==> config.mk <==
export PLATFORM = sky130hd
export DESIGN_NAME = dram_row_seq
export DESIGN_NICKNAME = d
export VERILOG_FILES = /design/src/rtl/dram_seq_pkg.sv /design/src/rtl/dram_bank_track.sv /design/src/rtl/dram_row_classify.sv /design/src/rtl/dram_cmd_issue.sv /design/src/rtl/dram_row_seq.sv
export SDC_FILE = /design/constraint.sdc
export NUM_CORES = 1
export LEC_CHECK = 0
export BUFFER_PORTS_ARGS = -buffer_cell sky130_fd_sc_hd__buf_4
export CAP_MARGIN = 20
export CORE_ASPECT_RATIO = 1.4
export CORE_UTILIZATION = 55
export CTS_CLUSTER_DIAMETER = 150
export DETAILED_ROUTE_END_ITERATION = 8
export GPL_TIMING_DRIVEN = 0
export PLACE_DENSITY = 0.83
export SETUP_SLACK_MARGIN = 0.02
export SLEW_MARGIN = 20
export SYNTH_ARGS = -nofsm -noshare
export SYNTH_HDL_FRONTEND = slang
export SYNTH_HIERARCHICAL = 1
export SYNTH_SLANG_ARGS = --single-unit
==> constraint.sdc <==
create_clock -name clk_i -period 4.5 [get_ports clk_i]
set_clock_uncertainty 0.05 [all_clocks]
set_input_delay 0.9 -clock clk_i [delete_from_list [all_inputs] [get_ports clk_i]]
set_output_delay 0.9 -clock clk_i [all_outputs]
set_load 0.005 [all_outputs]
==> src/rtl/dram_seq_pkg.sv <==
package dram_seq_pkg;
  typedef enum logic [1:0] {
    CMD_PRE = 2'b00,
    CMD_ACT = 2'b01,
    CMD_RD  = 2'b10,
    CMD_WR  = 2'b11
  } cmd_e;

  typedef enum logic [1:0] {
    CLS_HIT      = 2'b00,
    CLS_MISS     = 2'b01,
    CLS_CONFLICT = 2'b10
  } cls_e;
endpackage

==> src/rtl/dram_bank_track.sv <==
module dram_bank_track #(
  parameter int unsigned ROW_W = 14,
  parameter int unsigned T_RP  = 3,
  parameter int unsigned T_RCD = 3,
  localparam int unsigned T_MAX = (T_RP > T_RCD) ? T_RP : T_RCD,
  localparam int unsigned TMR_W = $clog2(T_MAX + 1)
) (
  input  logic             clk_i,
  input  logic             rst_ni,
  input  logic             pre_i,
  input  logic             act_i,
  input  logic [ROW_W-1:0] row_i,
  output logic             open_o,
  output logic [ROW_W-1:0] row_o,
  output logic             rdy_o
);
  logic [TMR_W-1:0] tmr_q;

  always_ff @(posedge clk_i or negedge rst_ni) begin
    if (!rst_ni) begin
      open_o <= 1'b0;
      row_o  <= '0;
    end else if (pre_i) begin
      open_o <= 1'b0;
    end else if (act_i) begin
      open_o <= 1'b1;
      row_o  <= row_i;
    end
  end

  // counts down to zero; zero means the bank may take a command
  always_ff @(posedge clk_i or negedge rst_ni) begin
    if (!rst_ni)            tmr_q <= '0;
    else if (pre_i)         tmr_q <= TMR_W'(T_RP - 1);
    else if (act_i)         tmr_q <= TMR_W'(T_RCD - 1);
    else if (tmr_q != '0)   tmr_q <= tmr_q - 1'b1;
  end

  assign rdy_o = (tmr_q == '0);
endmodule

==> src/rtl/dram_row_classify.sv <==
module dram_row_classify
  import dram_seq_pkg::*;
#(
  parameter int unsigned NUM_BANKS = 8,
  parameter int unsigned ROW_W     = 14,
  localparam int unsigned BANK_W = (NUM_BANKS > 1) ? $clog2(NUM_BANKS) : 1
) (
  input  logic [NUM_BANKS-1:0]            open_i,
  input  logic [NUM_BANKS-1:0][ROW_W-1:0] rows_i,
  input  logic [NUM_BANKS-1:0]            rdy_i,
  input  logic [BANK_W-1:0]               bank_i,
  input  logic [ROW_W-1:0]                row_i,
  output cls_e                            cls_o,
  output logic                            rdy_o
);
  logic             sel_open;
  logic [ROW_W-1:0] sel_row;

  assign sel_open = open_i[bank_i];
  assign sel_row  = rows_i[bank_i];
  assign rdy_o    = rdy_i[bank_i];

  always_comb begin
    if (!sel_open)             cls_o = CLS_MISS;
    else if (sel_row == row_i) cls_o = CLS_HIT;
    else                       cls_o = CLS_CONFLICT;
  end
endmodule

==> src/rtl/dram_cmd_issue.sv <==
module dram_cmd_issue
  import dram_seq_pkg::*;
(
  input  logic req_valid_i,
  input  logic req_wr_i,
  input  cls_e cls_i,
  input  logic bank_rdy_i,
  output logic cmd_valid_o,
  output cmd_e cmd_type_o,
  output logic col_go_o
);
  always_comb begin
    cmd_valid_o = req_valid_i && bank_rdy_i;
    col_go_o    = 1'b0;
    cmd_type_o  = CMD_PRE;
    unique case (cls_i)
      CLS_HIT: begin
        cmd_type_o = req_wr_i ? CMD_WR : CMD_RD;
        col_go_o   = cmd_valid_o;
      end
      CLS_MISS:     cmd_type_o = CMD_ACT;
      CLS_CONFLICT: cmd_type_o = CMD_PRE;
      default:      cmd_valid_o = 1'b0;
    endcase
  end
endmodule

==> src/rtl/dram_row_seq.sv <==
module dram_row_seq
  import dram_seq_pkg::*;
#(
  parameter int unsigned NUM_BANKS = 8,
  parameter int unsigned ROW_W     = 14,
  parameter int unsigned COL_W     = 10,
  parameter int unsigned T_RP      = 3,
  parameter int unsigned T_RCD     = 3,
  localparam int unsigned BANK_W = (NUM_BANKS > 1) ? $clog2(NUM_BANKS) : 1
) (
  input  logic              clk_i,
  input  logic              rst_ni,
  input  logic              req_valid_i,
  output logic              req_ready_o,
  input  logic [BANK_W-1:0] req_bank_i,
  input  logic [ROW_W-1:0]  req_row_i,
  input  logic [COL_W-1:0]  req_col_i,
  input  logic              req_wr_i,
  output logic              cmd_valid_o,
  output logic [1:0]        cmd_type_o,
  output logic [BANK_W-1:0] cmd_bank_o,
  output logic [ROW_W-1:0]  cmd_row_o,
  output logic [COL_W-1:0]  cmd_col_o,
  output logic [1:0]        acc_class_o
);
  logic [NUM_BANKS-1:0]            bank_open;
  logic [NUM_BANKS-1:0][ROW_W-1:0] bank_row;
  logic [NUM_BANKS-1:0]            bank_rdy;
  logic [NUM_BANKS-1:0]            pre_vec;
  logic [NUM_BANKS-1:0]            act_vec;

  cls_e cur_cls;
  logic tgt_rdy;
  cmd_e cmd_type;
  logic col_go;
  logic pend_q;
  cls_e pend_cls_q;

  for (genvar b = 0; b < NUM_BANKS; b++) begin : g_bank
    assign pre_vec[b] = cmd_valid_o && (cmd_type == CMD_PRE) && (req_bank_i == BANK_W'(b));
    assign act_vec[b] = cmd_valid_o && (cmd_type == CMD_ACT) && (req_bank_i == BANK_W'(b));

    dram_bank_track #(
      .ROW_W (ROW_W),
      .T_RP  (T_RP),
      .T_RCD (T_RCD)
    ) u_track (
      .clk_i  (clk_i),
      .rst_ni (rst_ni),
      .pre_i  (pre_vec[b]),
      .act_i  (act_vec[b]),
      .row_i  (req_row_i),
      .open_o (bank_open[b]),
      .row_o  (bank_row[b]),
      .rdy_o  (bank_rdy[b])
    );
  end

  dram_row_classify #(
    .NUM_BANKS (NUM_BANKS),
    .ROW_W     (ROW_W)
  ) u_cls (
    .open_i (bank_open),
    .rows_i (bank_row),
    .rdy_i  (bank_rdy),
    .bank_i (req_bank_i),
    .row_i  (req_row_i),
    .cls_o  (cur_cls),
    .rdy_o  (tgt_rdy)
  );

  dram_cmd_issue u_issue (
    .req_valid_i (req_valid_i),
    .req_wr_i    (req_wr_i),
    .cls_i       (cur_cls),
    .bank_rdy_i  (tgt_rdy),
    .cmd_valid_o (cmd_valid_o),
    .cmd_type_o  (cmd_type),
    .col_go_o    (col_go)
  );

  // class seen on arrival is kept until the request is accepted
  always_ff @(posedge clk_i or negedge rst_ni) begin
    if (!rst_ni) begin
      pend_q     <= 1'b0;
      pend_cls_q <= CLS_HIT;
    end else if (col_go) begin
      pend_q     <= 1'b0;
    end else if (req_valid_i && !pend_q) begin
      pend_q     <= 1'b1;
      pend_cls_q <= cur_cls;
    end
  end

  assign req_ready_o = col_go;
  assign cmd_type_o  = cmd_type;
  assign cmd_bank_o  = req_bank_i;
  assign cmd_row_o   = req_row_i;
  assign cmd_col_o   = req_col_i;
  assign acc_class_o = pend_q ? pend_cls_q : cur_cls;
endmodule

=== After elaboration in Yosys (flattened, before gate mapping) ===
Index checks and enable logic that the tools add are counted.

* Flip-flop bits (word level): 139
* Input bits: 31
* Output and inout bits: 33
* Logic and storage cells: 177

* Add/subtract/negate cells: 8
* $lt $le $gt $ge: 1
* Eq/ne operators: 11
* Mux-type cells: 55
* Bitwise gates (word level): 9
* Reduce and logical (&&, ||, !) cells: 67

{| class="wikitable"
|+ Operator list
! kind !! number
|-
| $mux W2 || 27
|-
| $bmux W14 S3 || 1
|-
| $reduce_bool A2 Y1 || 17
|-
| $reduce_bool A3 Y1 || 8
|-
| $mux W1 || 23
|-
| $logic_and A1 B1 Y1 || 20
|-
| $logic_not A2 Y1 || 10
|-
| $reduce_and A2 Y1 || 9
|-
| $sub A2 B1 Y2 const B || 8
|-
| $eq A14 B14 Y1 || 1
|-
| $mux W14 || 1
|-
| $eq A3 B3 Y1 const B || 4
|-
| $not A1 Y1 || 9
|-
| $bmux W1 S3 || 2
|-
| $eq A3 B2 Y1 const B || 2
|-
| $eq A2 B1 Y1 const B || 2
|-
| $lt A3 B4 Y1 const B || 1
|-
| $pmux W2 S2 || 1
|-
| $eq A3 B1 Y1 const B || 1
|-
| $logic_not A3 Y1 || 1
|-
| $reduce_or A3 Y1 || 1
|-
| $eq A2 B2 Y1 const B || 1
|-
| $logic_not A1 Y1 || 1
|}

=== Logic depth before layout (Yosys ltp) ===
* Depth after elaboration: 12
* Mapped depth: 17
* Depth with buffers taken out: 11

=== By module ===
The synthesis kept the hierarchy.

{| class="wikitable"
|+ By module, submodules not included
! module !! instances !! cells an instance !! area each (um^2) !! seq. area each (um^2)
|-
| dram_bank_track || 8 || 45 || 720.7 || 425.4
|-
| dram_row_classify || 1 || 113 || 1173.6 || 0.0
|-
| dram_row_seq || 1 || 60 || 474.2 || 75.1
|-
| dram_cmd_issue || 1 || 6 || 25.0 || 0.0
|}

=== Worst setup path after synthesis ===
Ideal clock, no wire load.

* Path kind: input-to-reg
* Start point: input req_bank_i[2]
* End point: register g_bank[3].u_track.row_o[11]
* Library setup time: 125 ps
* Arrival time: 4398 ps
* Data required time: 4325 ps
* Slack: -73 ps
* Stages: 14
* Path buffers: 3
* Cell sequence: clkbuf_1 -> mux4_2 -> mux2i_1 -> xor2_1 -> nand2_1 -> or4_1 -> o31a_1 -> a21oi_1 -> or4b_4 -> nor2_1 -> nor2b_1 -> buf_6 -> buf_12 -> mux2_4

* Cells in the longest elaborated chain, start to end: 12
* Elaborated cells between the ends (all ways): 25
* Classes of those cells: eq/ne (5); mux (10); bitwise (1); reduce/logical (9)

{| class="wikitable"
|+ Ends and longest elaborated chain
! element !! line !! source
|-
| from (decl) || dram_row_seq.sv:15 || <nowiki>input logic [BANK_W-1:0] req_bank_i,</nowiki>
|-
| $bmux W14 S3 || dram_row_classify.sv:20 || <nowiki>assign sel_row = rows_i[bank_i];</nowiki>
|-
| $mux W14 (not written as such) || dram_row_classify.sv:20 ||
|-
| $eq A14 B14 Y1 || dram_row_classify.sv:25 || <nowiki>else if (sel_row == row_i) cls_o = CLS_HIT;</nowiki>
|-
| $mux W2 || dram_row_classify.sv:25 ||
|-
| $mux W2 * || dram_row_classify.sv:24 || <nowiki>if (!sel_open) cls_o = CLS_MISS;</nowiki>
|-
| net cur_cls[1] || dram_row_seq.sv:32 || <nowiki>cls_e cur_cls;</nowiki>
|-
| $eq A2 B2 Y1 (tied with other cells) || dram_cmd_issue.sv:16 || <nowiki>unique case (cls_i)</nowiki>
|-
| $reduce_or A3 Y1 (no source line) * || - ||
|-
| $mux W1 * || dram_cmd_issue.sv:16 ||
|-
| net cmd_valid_o || dram_row_seq.sv:19 || <nowiki>output logic cmd_valid_o,</nowiki>
|-
| $logic_and A1 B1 Y1 * (2 in series) || dram_row_seq.sv:40 || <nowiki>assign pre_vec[b] = cmd_valid_o && (cmd_type == CMD_PRE) && (req_bank_i == BANK_W'(b));</nowiki>
|-
| net pre_vec[3] || dram_row_seq.sv:29 || <nowiki>logic [NUM_BANKS-1:0] pre_vec;</nowiki>
|-
| $not A1 Y1 (no source line) * || - ||
|-
| $reduce_and A2 Y1 (no source line) * || - ||
|-
| to (signal assigned) || dram_bank_track.sv:27 || <nowiki>row_o <= row_i;</nowiki>
|-
| to (decl) || dram_bank_track.sv:14 || <nowiki>output logic [ROW_W-1:0] row_o,</nowiki>
|}

Mark *: on every way through the listed nets, which the timed path passes. The rest lies on a longest branch. The select of a mux whose other input is x is not followed.
A chain may end at the register's enable or synchronous reset.

=== Worst setup path in the final report ===
* Start point: input req_bank_i[0]
* End point: register g_bank[1].u_track.row_o[8]

* Elaborated cells between the ends (all ways): 25
* Classes of those cells: eq/ne (5); mux (10); bitwise (1); reduce/logical (9)

{| class="wikitable"
|+ RTL lines
! element !! line !! source
|-
| $bmux W14 S3 || dram_row_classify.sv:20 ||
|-
| $mux W14 (not written as such) || dram_row_classify.sv:20 ||
|-
| $eq A14 B14 Y1 || dram_row_classify.sv:25 ||
|-
| $mux W2 || dram_row_classify.sv:25 ||
|-
| $mux W2 * || dram_row_classify.sv:24 ||
|-
| net cur_cls[1] || dram_row_seq.sv:32 ||
|-
| $eq A2 B1 Y1 (tied with other cells) || dram_cmd_issue.sv:16 ||
|-
| $pmux W2 S2 or $reduce_or A3 Y1 (tied branches) || - ||
|-
| $eq A2 B1 Y1 or $mux W1 (tied branches) || dram_row_seq.sv:41, dram_cmd_issue.sv:16 ||
|-
| $logic_and A1 B1 Y1 * (2 in series) || dram_row_seq.sv:41 || <nowiki>assign act_vec[b] = cmd_valid_o && (cmd_type == CMD_ACT) && (req_bank_i == BANK_W'(b));</nowiki>
|-
| net act_vec[1] || dram_row_seq.sv:30 || <nowiki>logic [NUM_BANKS-1:0] act_vec;</nowiki>
|-
| $reduce_and A2 Y1 (no source line) * || - ||
|-
| to (signal assigned) || dram_bank_track.sv:27 ||
|-
| to (decl) || dram_bank_track.sv:14 ||
|}

Marked as above.

==> qor.yml <==
critical_path:
  cpPeakStageDelay_ns: 0.51
  path_delay_family: "simple AND/OR/NAND/NOR gates"
  path_buf_inv: 6
  r2r_cells: 13
  worstPathCellList: "buf_12 > buf_12 > buf_12 > buf_6 > mux4_2 > mux2i_1 > xor2_1 > nand4_1 > o31a_1 > nor2_2 > nand4bb_1 > nor2_2 > nor2b_1 > buf_6 > buf_12 > mux2_4"
  cp-end-kind: "flip-flop"
  cp_max_fo: 10
  worst_ep_required_time_ns: 4.75
  timing.rr.end: "g_bank[1].u_track/row_o[8]$_DFFE_PN0P_"
  r2r_start: "g_bank[3].u_track/row_o[0]$_DFFE_PN0P_"
  cp.arrival_ns: 4.72
  path_class: "input pin to flip-flop"
  critPathLaunchType: "input pin"
  path_common_cell: "buf_12"
  cp_slowest_cell: "mux4_2"
  r2r_setup_slack_ns: 0.38
yosys:
  synth-seq-cells: 139
  yosys-top-cells-count: "139 x dfrtp_1, 80 x mux2_4, 48 x mux2_2"
  syn_inst: 539
  synth.cell_area_mm2: 0.007438
  ys_seq_area_share_pct: 46.76
  syn_nets: 578
  synth.distinct_cells: 36
  synth_top_area_cell: "dfrtp_1"
  synthArstFlopShare_pct: 100.0
  synthTopCellsByArea: "dfrtp_1 47%, mux2_4 16%, mux2_2 7.3%, mux4_2 4.8%, buf_4 3.0%"
  yosysTopAreaCellShare_pct: 46.76
  yosysMostFrequentCell: "dfrtp_1"
  synth_edf_count: 0
  avgSynthCellArea_um2: 13.80
  synth_flop_cell: "dfrtp_1"
  ys_warn_count: 6
detailed_routing:
  first_iter_violations: 208
  antenna_left: 0
  num_vias: 4588
  drt_first_pass_iters: 5
  drc: 0
  vias_per_cell: 5.609
  avgRoutedWirePerCell_um: 20.26
  routed_wl_um: 16570
cells_and_area:
  drive_gt1_share_pct: 51.56
  final_cells: 818
  diodes: 0
  synthToLayoutAreaGrowth_pct: 22.10
  num-nets-final: 666
cts:
  clkLatencyLatePin_ns: 0.42
  clock_tree.root_cell: "clkbuf_16"
  clock-sinks: 139
  htree_levels: 4
  cts_tree: "built"
  cts.path.max_buffers: 2
  cts_buffers: 17
  cts.clk_slew.worst_paths_ns: 0.06
die:
  row_count: 49
  io_pins: 64
  core_mm2: 0.01300
  initial_utilization_pct: 57.23
  die_area_mm2: 0.01400
  die_w_um: 100.3
  die_height_um: 139.6
pwr:
  powerDensity_mw_per_mm2: 545.4
  p_clk_share_pct: 28.3
  leakage_nw: 4.268
  switching_share_pct: 28.62
  seqPwrFrac_pct: 40.7
  vdd_drop_max_v: 0.0003260
  p_int_w: 0.003535
  combPwrFrac_pct: 31.0
  p_switching_w: 0.001418
run_status:
  outcome: "completed"
timing:
  setup_slack_ns: 0.03543
  tightest_slew_ns: 0.4975
  period_share_pct: 99.21
  fin_crit_ns: 4.465
  holdWs_ns: 0.2950
  max_freq_mhz: 224.0
  relSlewSlack_pct: 66.84
  drv_slew: 0
  hold_viol: 0
  setup_viol: 0
  rsz0062_at_grt: "yes"
placed_design:
  place_congestion: 0.8340
  dpl.hpwl_um: 10660
  dpl.cell_count: 771
  pre_cts_slack_ns: -0.8950
  numPortBuffers: 53
worst_hold_path:
  min_path_type: "input pin to asynchronous set/reset pin"
grt:
  antenna_found_initial: 0
  grt_pass1_wl_um: 25780
  grt_usage_pct: 24.54
  overflow: 0
  grt_max_degree: 103
  grt_pass1_vias: 4870
run:
  max_cap_violations: 0
-- routing by layer --
metal	global-route usage (%)	vias to the layer above	wire length [um]
met4	11.52	0	520
li1	-	2052	-
met3	4.571	37	647
met1	29.51	2379	6501
met2	42.14	120	8902
met5	0	-	0
-- kinds of logic after synthesis --
group                    Yosys count  share of synthesized area, %
multiplexers                     171                         31.98
flip-flops                       139                         46.76
AO/OA/AOI/OAI                     29                         2.590
adder cells (fa/ha/maj)            8                         1.346
AND/OR/NAND/NOR                  103                         7.266
buffers and inverters             69                         7.704
XOR/XNOR                          20                         2.355
-- power groups by stage --
| stage | clock (W) | sequential (W) | combinational [W] |
|---|---|---|---|
| 2_1_floorplan | 0 | 0.00192 | 0.00113 |
| 3_3_place_gp | 0 | 0.00197 | 0.00137 |
| 3_5_place_dp | 0 | 0.00201 | 0.00144 |
| 4_1_cts | 0.00141 | 0.00201 | 0.00149 |
| 5_1_grt | 0.00147 | 0.00207 | 0.00166 |
| 6_report | 0.00140 | 0.00202 | 0.00154 |
-- registers in the layout (all words and copies together), names as in the netlist --
name and cells:
g_bank.u_track/open_o 8, g_bank.u_track/row_o 112, g_bank.u_track/tmr_q 16, pend_cls_q 2, pend_q 1
-- how the worst max path moves through the flow --
stage | cells past startpoint | to | slack [ns] | from
2_1_floorplan | 14 | g_bank[3].u_track/row_o[11]$_DFFE_PN0P_ | 0.03 | req_bank_i[0]
3_3_place_gp | 17 | g_bank[4].u_track/row_o[7]$_DFFE_PN0P_ | -0.73 | req_bank_i[0]
3_5_place_dp | 17 | g_bank[4].u_track/row_o[8]$_DFFE_PN0P_ | -0.89 | req_bank_i[0]
4_1_cts | 10 | acc_class_o[1] | 0.02 | req_bank_i[2]
5_1_grt | 16 | g_bank[2].u_track/row_o[8]$_DFFE_PN0P_ | -0.10 | req_bank_i[0]
6_report | 16 | g_bank[1].u_track/row_o[8]$_DFFE_PN0P_ | 0.04 | req_bank_i[0]
-- stage by stage --
step	util (%)	TNS (ns)	area (um^2)	total power, W
global placement	62.04	-67.90	8064	0.003335
finish	69.88	0	9082	0.004953
global route	69.88	-3.774	9082	0.005205
CTS	68.13	0	8855	0.004911
detailed placement	62.31	-80.02	8099	0.003456
floorplan	-	0	7443	0.003055
-- cells in the final DEF (no fill, tap or decap), drive strengths merged --
cell type  Yosys  layout
a211oi         2       2
ha             8       8
buf           50     119
nor2b         27      27
or3            2       2
mux2i         22      22
inv           17      17
clkinvlp       0       5
a221oi         5       5
nand2          5       5
nand4          3       3
nand4bb        2       2
nor3          13      13
bufinv         0       2
o22ai          7       7
o2bb2ai        1       1
o21ai         10      10
mux4          16      16
nand2b         4       4
a21oi          1       1
clkbuf         2      23
or4b           1       1
mux2         133     133
clkinv         0       4
nand4b         1       1
nor2          43      43
or4            1       1
dfrtp        139     139
xnor2          4       4
a22o           2       2
xor2          16      16
o31a           1       1
nor3b          1       1
-- final cells by class --
type | instances | area (um^2)
clock inverters | 11 | 117.6
well taps | 178 | 222.7
plain buffers | 52 | 564.3
clock buffers | 21 | 480.5
repair buffers | 69 | 606.8
inverters | 17 | 63.81
fillers | 887 | 3915
multi-input cells | 331 | 3548
flip-flops and latches | 139 | 3478
-- what timing repair did --
| item | in CTS | in global routing |
|---|---|---|
| hold buffers | 0 | 0 |
| gates cloned | 0 | 1 |
| endpoints found under the setup margin | 117 | 117 |
| pin swaps | 10 | 3 |
| gates resized for setup | 31 | 37 |
| hold endpoints to repair | 0 | 0 |
| buffers inserted | 6 | 8 |
No activity file was read; power rests on OpenSTA's default activity.
